File: src/rtl/instr_dec_pkg.sv
package instr_dec_pkg;
  parameter int unsigned INSTR_W     = 12;
  parameter int unsigned OP_W        = 4;
  parameter int unsigned SEL_W       = 2;
  parameter int unsigned DEST_BIT    = 5;
  parameter int unsigned NUM_ENTRIES = 8;

  typedef enum logic [OP_W-1:0] {
    ALU_ADD  = 4'd0,
    ALU_SUB  = 4'd1,
    ALU_AND  = 4'd2,
    ALU_OR   = 4'd3,
    ALU_XOR  = 4'd4,
    ALU_COM  = 4'd5,
    ALU_ROR  = 4'd6,
    ALU_ROL  = 4'd7,
    ALU_SWAP = 4'd8,
    ALU_PASS = 4'd9
  } alu_op_e;

  typedef enum logic [SEL_W-1:0] {
    SRC_W    = 2'd0,
    SRC_FILE = 2'd1,
    SRC_LIT  = 2'd2,
    SRC_NONE = 2'd3
  } src_sel_e;

  typedef struct packed {
    alu_op_e  op;
    src_sel_e a_sel;
    src_sel_e b_sel;
    logic     by_dest;  // destination follows d
    logic     to_w;     // always writes W
    logic     upd_z;
    logic     upd_c;
  } ctrl_t;

  typedef struct packed {
    logic [INSTR_W-1:0] mask;
    logic [INSTR_W-1:0] pattern;
    ctrl_t              ctrl;
  } entry_t;

  localparam logic [INSTR_W-1:0] MASK_BYTE = 12'hFC0;
  localparam logic [INSTR_W-1:0] MASK_LIT  = 12'hF00;

  localparam ctrl_t CTRL_NOP = '{op: ALU_PASS, a_sel: SRC_NONE, b_sel: SRC_NONE,
                                 by_dest: 1'b0, to_w: 1'b0, upd_z: 1'b0, upd_c: 1'b0};

  function automatic entry_t mk(logic [INSTR_W-1:0] m, logic [INSTR_W-1:0] p,
                                alu_op_e op, src_sel_e a, src_sel_e b,
                                logic dst, logic w, logic z, logic c);
    entry_t e;
    e.mask          = m;
    e.pattern       = p;
    e.ctrl.op       = op;
    e.ctrl.a_sel    = a;
    e.ctrl.b_sel    = b;
    e.ctrl.by_dest  = dst;
    e.ctrl.to_w     = w;
    e.ctrl.upd_z    = z;
    e.ctrl.upd_c    = c;
    return e;
  endfunction

  // Patterns are mutually exclusive; selection relies on that.
  function automatic entry_t entry_at(int unsigned idx);
    case (idx)
      0: return mk(MASK_BYTE, 12'h080, ALU_SUB,  SRC_FILE, SRC_W,    1'b1, 1'b0, 1'b1, 1'b1);
      1: return mk(MASK_BYTE, 12'h1C0, ALU_ADD,  SRC_W,    SRC_FILE, 1'b1, 1'b0, 1'b1, 1'b1);
      2: return mk(MASK_BYTE, 12'h200, ALU_PASS, SRC_FILE, SRC_NONE, 1'b1, 1'b0, 1'b1, 1'b0);
      3: return mk(MASK_BYTE, 12'h300, ALU_ROR,  SRC_FILE, SRC_NONE, 1'b1, 1'b0, 1'b0, 1'b1);
      4: return mk(MASK_BYTE, 12'h340, ALU_ROL,  SRC_FILE, SRC_NONE, 1'b1, 1'b0, 1'b0, 1'b1);
      5: return mk(MASK_BYTE, 12'h380, ALU_SWAP, SRC_FILE, SRC_NONE, 1'b1, 1'b0, 1'b0, 1'b0);
      6: return mk(MASK_LIT,  12'hC00, ALU_PASS, SRC_LIT,  SRC_NONE, 1'b0, 1'b1, 1'b0, 1'b0);
      7: return mk(MASK_LIT,  12'hF00, ALU_XOR,  SRC_W,    SRC_LIT,  1'b0, 1'b1, 1'b1, 1'b0);
      default: return mk('1, '0, ALU_PASS, SRC_NONE, SRC_NONE, 1'b0, 1'b0, 1'b0, 1'b0);
    endcase
  endfunction
endpackage

File: src/rtl/idec_match.sv
module idec_match
  import instr_dec_pkg::*;
#(
  parameter int unsigned N = NUM_ENTRIES
) (
  input  logic [INSTR_W-1:0] instr_i,
  output logic [N-1:0]       hit_o
);
  for (genvar g = 0; g < N; g++) begin : g_ent
    localparam entry_t E = entry_at(g);
    assign hit_o[g] = ((instr_i & E.mask) == E.pattern);
  end
endmodule

File: src/rtl/idec_select.sv
module idec_select
  import instr_dec_pkg::*;
#(
  parameter int unsigned N = NUM_ENTRIES
) (
  input  logic [N-1:0] hit_i,
  output ctrl_t        ctrl_o
);
  logic [$bits(ctrl_t)-1:0] acc;

  // One-hot AND-OR; no priority chain
  always_comb begin
    acc = '0;
    for (int unsigned i = 0; i < N; i++) begin
      if (hit_i[i]) acc = acc | entry_at(i).ctrl;
    end
    ctrl_o = (|hit_i) ? ctrl_t'(acc) : CTRL_NOP;
  end
endmodule

File: src/rtl/idec_enables.sv
module idec_enables
  import instr_dec_pkg::*;
(
  input  ctrl_t            ctrl_i,
  input  logic             d_i,
  output logic [OP_W-1:0]  alu_op_o,
  output logic [SEL_W-1:0] a_sel_o,
  output logic [SEL_W-1:0] b_sel_o,
  output logic             we_w_o,
  output logic             we_f_o,
  output logic             we_z_o,
  output logic             we_c_o
);
  assign alu_op_o = ctrl_i.op;
  assign a_sel_o  = ctrl_i.a_sel;
  assign b_sel_o  = ctrl_i.b_sel;
  assign we_w_o   = ctrl_i.to_w | (ctrl_i.by_dest & ~d_i);
  assign we_f_o   = ctrl_i.by_dest & d_i;
  assign we_z_o   = ctrl_i.upd_z;
  assign we_c_o   = ctrl_i.upd_c;
endmodule

File: src/rtl/instr_decoder.sv
module instr_decoder
  import instr_dec_pkg::*;
(
  input  logic [11:0] instr_i,
  output logic [3:0]  alu_op_o,
  output logic [1:0]  a_sel_o,
  output logic [1:0]  b_sel_o,
  output logic        we_w_o,
  output logic        we_f_o,
  output logic        we_z_o,
  output logic        we_c_o
);
  logic [NUM_ENTRIES-1:0] hit;
  ctrl_t                  ctrl;

  idec_match #(.N(NUM_ENTRIES)) i_match (
    .instr_i (instr_i),
    .hit_o   (hit)
  );

  idec_select #(.N(NUM_ENTRIES)) i_select (
    .hit_i  (hit),
    .ctrl_o (ctrl)
  );

  idec_enables i_enables (
    .ctrl_i   (ctrl),
    .d_i      (instr_i[DEST_BIT]),
    .alu_op_o (alu_op_o),
    .a_sel_o  (a_sel_o),
    .b_sel_o  (b_sel_o),
    .we_w_o   (we_w_o),
    .we_f_o   (we_f_o),
    .we_z_o   (we_z_o),
    .we_c_o   (we_c_o)
  );
endmodule

File: config.mk
export PLATFORM = sky130hd
export DESIGN_NAME = instr_decoder
export DESIGN_NICKNAME = d
export VERILOG_FILES = /design/src/rtl/instr_dec_pkg.sv /design/src/rtl/idec_match.sv /design/src/rtl/idec_select.sv /design/src/rtl/idec_enables.sv /design/src/rtl/instr_decoder.sv
export SDC_FILE = /design/constraint.sdc
export NUM_CORES = 1
export LEC_CHECK = 0
export BUFFER_PORTS_ARGS = -buffer_cell sky130_fd_sc_hd__clkbuf_2
export CAP_MARGIN = 20
export CORE_AREA = 2 2 39 41
export DETAILED_ROUTE_END_ITERATION = 16
export DIE_AREA = 0 0 41 43
export PLACE_DENSITY = 0.5
export SYNTH_ARGS = -nofsm -noshare
export SYNTH_HDL_FRONTEND = slang
export SYNTH_SLANG_ARGS = --single-unit
File: constraint.sdc
create_clock -name vclk -period 2.21
set_clock_uncertainty 0.05 [all_clocks]
set_input_delay 0.442 -clock vclk [all_inputs]
set_output_delay 0.442 -clock vclk [all_outputs]
set_load 0.05 [all_outputs]
==> results of run 1 <==
==> worst paths after layout <==
path | startpoint | end | slack (ns) | cells past startpoint
worst max-delay path | instr_i[7] | we_z_o | 0.08 | 5
worst min-delay path | instr_i[5] | we_w_o | 1.26 | 3
==> per-stage QoR <==
step	utilization [%]	power (uW)
4_1_cts	31.9	104
2_1_floorplan	-	79.1
3_5_place_dp	31.9	104
3_3_place_gp	31.9	103
5_1_grt	32.1	112
6_report	32.1	103
==> worst min-delay path: cells and delay by family <==
| kind | cells | cell delay (ns) |
|---|---|---|
| compound gates | 1 | 0.07 |
| buf+inv | 2 | 0.34 |
==> synthesized netlist by cell type <==
| master | count |
|---|---|
| nor3_1 | 3 |
| buf_2 | 3 |
| or2_2 | 1 |
| o31a_1 | 1 |
| o21bai_1 | 1 |
| nor2b_1 | 1 |
| nand2_1 | 6 |
| nor2_2 | 1 |
| nor2_1 | 5 |
| nand3_1 | 1 |
| and3_1 | 1 |
| clkbuf_1 | 1 |
| a21bo_2 | 1 |
| nor3_2 | 1 |
| o41ai_2 | 1 |
| a22oi_1 | 1 |
| nand2b_1 | 3 |
| or3_1 | 2 |
| xnor2_1 | 2 |
| o21ai_0 | 1 |
| or4b_4 | 1 |
| inv_1 | 1 |
| buf_6 | 1 |
| nor4_1 | 2 |
| nand3b_1 | 1 |
| a21oi_1 | 5 |
==> where the power goes <==
part           leakage [uW]  internal, uW  switching, uW
sequential                0             0              0
clock                     0             0              0
combinational      0.000199          33.5           69.9
total              0.000199          33.5           69.9
==> metal layers <==
metal  up-vias  share of wire (%)
li1        204                  -
met1       182                 48
met5         -                  0
met3         0                2.8
met2         6                 49
met4         0                  0
==> cell type report <==
type	instances	area (um2)
fillers	162	940
multi-input cells	42	293
repair buffers	23	128
well taps	16	20.0
inverters	1	3.75
==> kinds of logic (layout without fill, tap and decap cells) <==
kind of cell | Yosys count | count (layout) | share of synthesized area [%]
xor+xnor | 2 | 2 | 5.98
simple gates | 29 | 29 | 55.1
buf+inv | 6 | 24 | 11.5
compound gates | 11 | 11 | 27.4
==> results.toml, run 1 <==
[floorplanning]
die_h_um = 43
row_count = 14
dieWidth_um = 41
dieArea_um2 = 1760
initial_core_util_pct = 21.2
pin_count = 24
coreArea_um2 = 1380

[timing]
hold_viol_final = 0
max_freq_mhz = 470
whs_ns = 1.26
rsz0062_at_grt = "false"
slew_headroom_pct = 68.6
post-route-period-util_pct = 96.3
worst_slew_pin_slew_ns = 0.471
layout_min_cycle_time_ns = 2.13
finalSetupViolations = 0
drv_slew = 0
tns_ns = 0
fin_ws_ns = 0.0812

[synthesis]
synth_top_area_share_pct = 8.55
netlist_area_um2 = 293
ys_types = 26
syn_inst = 48
yosysWarnings = 0
synth_area_per_cell_um2 = 6.10
syn_nets = 60
synthTopCellsByArea = "a21oi_1 8.5%, nand2_1 7.7%, nand2b_1 6.4%"
seq_area_frac_synth_pct = 0
yosysTopAreaCell = "a21oi_1"

[detailed_routing]
drt-initial-drc-count = 4
drtAntennaViolNets = 0
wire_per_inst_um = 9.49
via_per_inst = 4.78
firstDrtPassIters = 2
totalWireLength_um = 778
vias = 392
drcViolationCount = 0

[finish]
final_cells = 82
layout_commonest_cell = "clkbuf_2"
nClkBuffers = 0
syn_to_final_growth_pct = 51.7
layout-drive-gt1-share_pct = 48.5
fin_area_um2 = 444
antenna_cells = 0
seq_cells = 0
ff_latch_area_um2 = 0
final_cell_mix = "18 x clkbuf_2, 6 x nand2_1, 5 x nor2_1"
fin_nets = 80

[placement]
dpl.hpwl_um = 650
pre_cts_ws_ns = 0.0372
placed_area_um2 = 442
portBuffers = 19
place_inst = 82
routabilityCongestion = 0.708

[power_and_ir_drop]
cellPowerDensity_nw_per_um2 = 233
leakage_uw = 0.000199
ir_worst_vdd_mv = 0.0784

[clock_tree]
post_cts_buffers = 0
cts-resized-gates = 0
ctsHoldBuffers = 0

[setup_path]
crit_chain = "clkbuf_2 -> or4b_4 -> nor2_2 -> or3_1 -> clkbuf_4"
path_class = "in2out"
crit_slowest_cell = "or4b_4"
arrival_ns = 1.64
crit_family = "simple AND/OR/NAND/NOR gates"
startpoint_type = "input port"
cpPeakStageDelay_ns = 0.50
cp.buffers_inverters = 2
cp_max_fo = 9
cp-end-kind = "output pin"
cp.required_ns = 1.72

[grt]
grt_pass1_wl_um = 1340
met3_usage_pct = 0
grt.total_usage_pct = 9.99
globalRouteMet2Util_pct = 15.6
grt-ovfl-total = 0
grt_antenna_before_repair = 0
met1_usage_pct = 15.8
grt_max_degree = 13
first_global_vias = 328
grt_busiest_layer = "met1"

[outcome]
outcome = "completed"

[run]
cap_violations = 0

[worst_hold_path]
hold_path_class = "in2out"
(Power assumes the default switching activity.)
==> run 2: changes to the inputs <==
--- a/config.mk
+++ b/config.mk
@@ -7,9 +7,9 @@
 export LEC_CHECK = 0
 export BUFFER_PORTS_ARGS = -buffer_cell sky130_fd_sc_hd__clkbuf_2
 export CAP_MARGIN = 20
-export CORE_AREA = 2 2 39 41
+export CORE_AREA = 5 5 42 44
 export DETAILED_ROUTE_END_ITERATION = 16
-export DIE_AREA = 0 0 41 43
+export DIE_AREA = 0 0 47 49
 export PLACE_DENSITY = 0.5
 export SYNTH_ARGS = -nofsm -noshare
 export SYNTH_HDL_FRONTEND = slang
==> constraint.sdc (replaced) <==
create_clock -name vclk -period 2.05
set_clock_uncertainty 0.05 [all_clocks]
set_input_delay 0.41 -clock vclk [all_inputs]
set_output_delay 0.41 -clock vclk [all_outputs]
set_load 0.05 [all_outputs]
==> run 2 against run 1 <==
Against the previous run:
- combinational power is 27% higher
- critical endpoint is now alu_op_o[3]
- global-route usage is 1.4 points lower
- largest power group unchanged
- die area is 31% higher
- wire length is 28% higher
==> results.toml, run 2 (same netlist as run 1, synthesis figures left out) <==
[finish]
final_cell_mix = "17 x buf_4, 12 x clkbuf_2, 6 x nand2_1"
layout-drive-gt1-share_pct = 57.9
fin_nets = 90
antenna_cells = 0
ff_latch_area_um2 = 0
nClkBuffers = 0
layout_commonest_cell = "buf_4"
seq_cells = 0
fin_area_um2 = 538
syn_to_final_growth_pct = 83.8
fin_util_pct = 38.4

[timing]
max_freq_mhz = 499
post-route-period-util_pct = 97.7
drv_slew = 0
finalSetupViolations = 0
hold_viol_final = 0
layout_min_cycle_time_ns = 2.00
whs_ns = 1.15
fin_ws_ns = 0.0465
worst_slew_pin_slew_ns = 0.371
slew_headroom_pct = 75.2

[placement]
placed_area_um2 = 520
pre_cts_ws_ns = -0.0461
routabilityCongestion = 0.749
dpl.hpwl_um = 821
portBuffers = 19

[grt]
grt.total_usage_pct = 8.56
grt_pass1_wl_um = 1610
grt_max_degree = 10
grt-ovfl-total = 0
first_global_vias = 398
grt_antenna_before_repair = 0

[setup_path]
cp_max_fo = 3
cp.buffers_inverters = 3
cp.required_ns = 1.59
crit_family = "simple AND/OR/NAND/NOR gates"
crit_chain = "clkbuf_2 -> or4b_4 -> nor2_2 -> buf_4 -> nor3_2 -> buf_4"
path_class = "in2out"
worstSetupStartpoint = "instr_i[9]"
arrival_ns = 1.54
startpoint_type = "input port"
crit_slowest_cell = "or4b_4"
critical_path.most_common_cell = "buf_4"
cpPeakStageDelay_ns = 0.55
cp-end-kind = "output pin"

[detailed_routing]
via_per_inst = 4.66
drcViolationCount = 0
firstDrtPassIters = 4
drt-initial-drc-count = 5
vias = 429
wire_per_inst_um = 10.8
drtAntennaViolNets = 0
totalWireLength_um = 995

[run]
cap_violations = 0

[floorplanning]
row_count = 14
dieArea_um2 = 2300
pin_count = 24
initial_core_util_pct = 20.9
dieWidth_um = 47
die_h_um = 49
coreArea_um2 = 1400

[power_and_ir_drop]
leakage_uw = 0.000246
ir_worst_vdd_mv = 0.0815
cellPowerDensity_nw_per_um2 = 244

[outcome]
outcome = "completed"

[worst_hold_path]
hold_path_class = "in2out"
hp-start = "instr_i[5]"
run 2: changes by cell type in the layout (fill, tap and decap cells not counted), sizes merged:
cell	previous run	this run
buf	4	19
clkbuf	19	14
run 2: final timing paths:
check / to / cells after the start
min: we_w_o / 3
max: alu_op_o[3] / 6
run 2: through the flow:
step / std cells / total power [uW] / setup TNS (ns)
detailed placement: 92 / 127 / -0.0513
global placement: 92 / 126 / -0.0108
CTS: 92 / 130 / 0
floorplan: 48 / 88.1 / -0.396
finish: 92 / 131 / 0
global route: 92 / 140 / -0.00222
run 2: layer usage:
metal | wire (um) | vias up | GRT usage, % | share of wire [%]
met5 | 0 | - | 0 | 0
met4 | 0 | 0 | 0 | 0
met3 | 34 | 0 | 0 | 3.4
met2 | 486 | 6 | 15.4 | 49
met1 | 474 | 197 | 11.7 | 48
li1 | - | 226 | - | -
run 2: worst min-delay path, delay by kind of cell:
family | cells | cell delay [ns]
compound gates | 1 | 0.08
buf+inv | 2 | 0.30
run 2: cell type report:
cell class	instances	area [um2]
fill	159	863
tap	16	20.0
timing repair buffer	33	213
multi-input combinational	42	302
inverter	1	3.75
run 2: power by group:
| part | switching, uW | total (uW) | internal (uW) | leakage, uW |
|---|---|---|---|---|
| logic | 80.9 | 131 | 50.2 | 0.000246 |
| clock network | 0 | 0 | 0 | 0 |
| registers | 0 | 0 | 0 | 0 |
run 2: timing repair:
| item | in CTS | in global routing |
|---|---|---|
| buffers inserted | 0 | 0 |
| hold buffers | 0 | 0 |
| setup endpoints to repair | 4 | 7 |
| gates resized for setup | 3 | 11 |
| endpoints found under the hold margin | 0 | 0 |
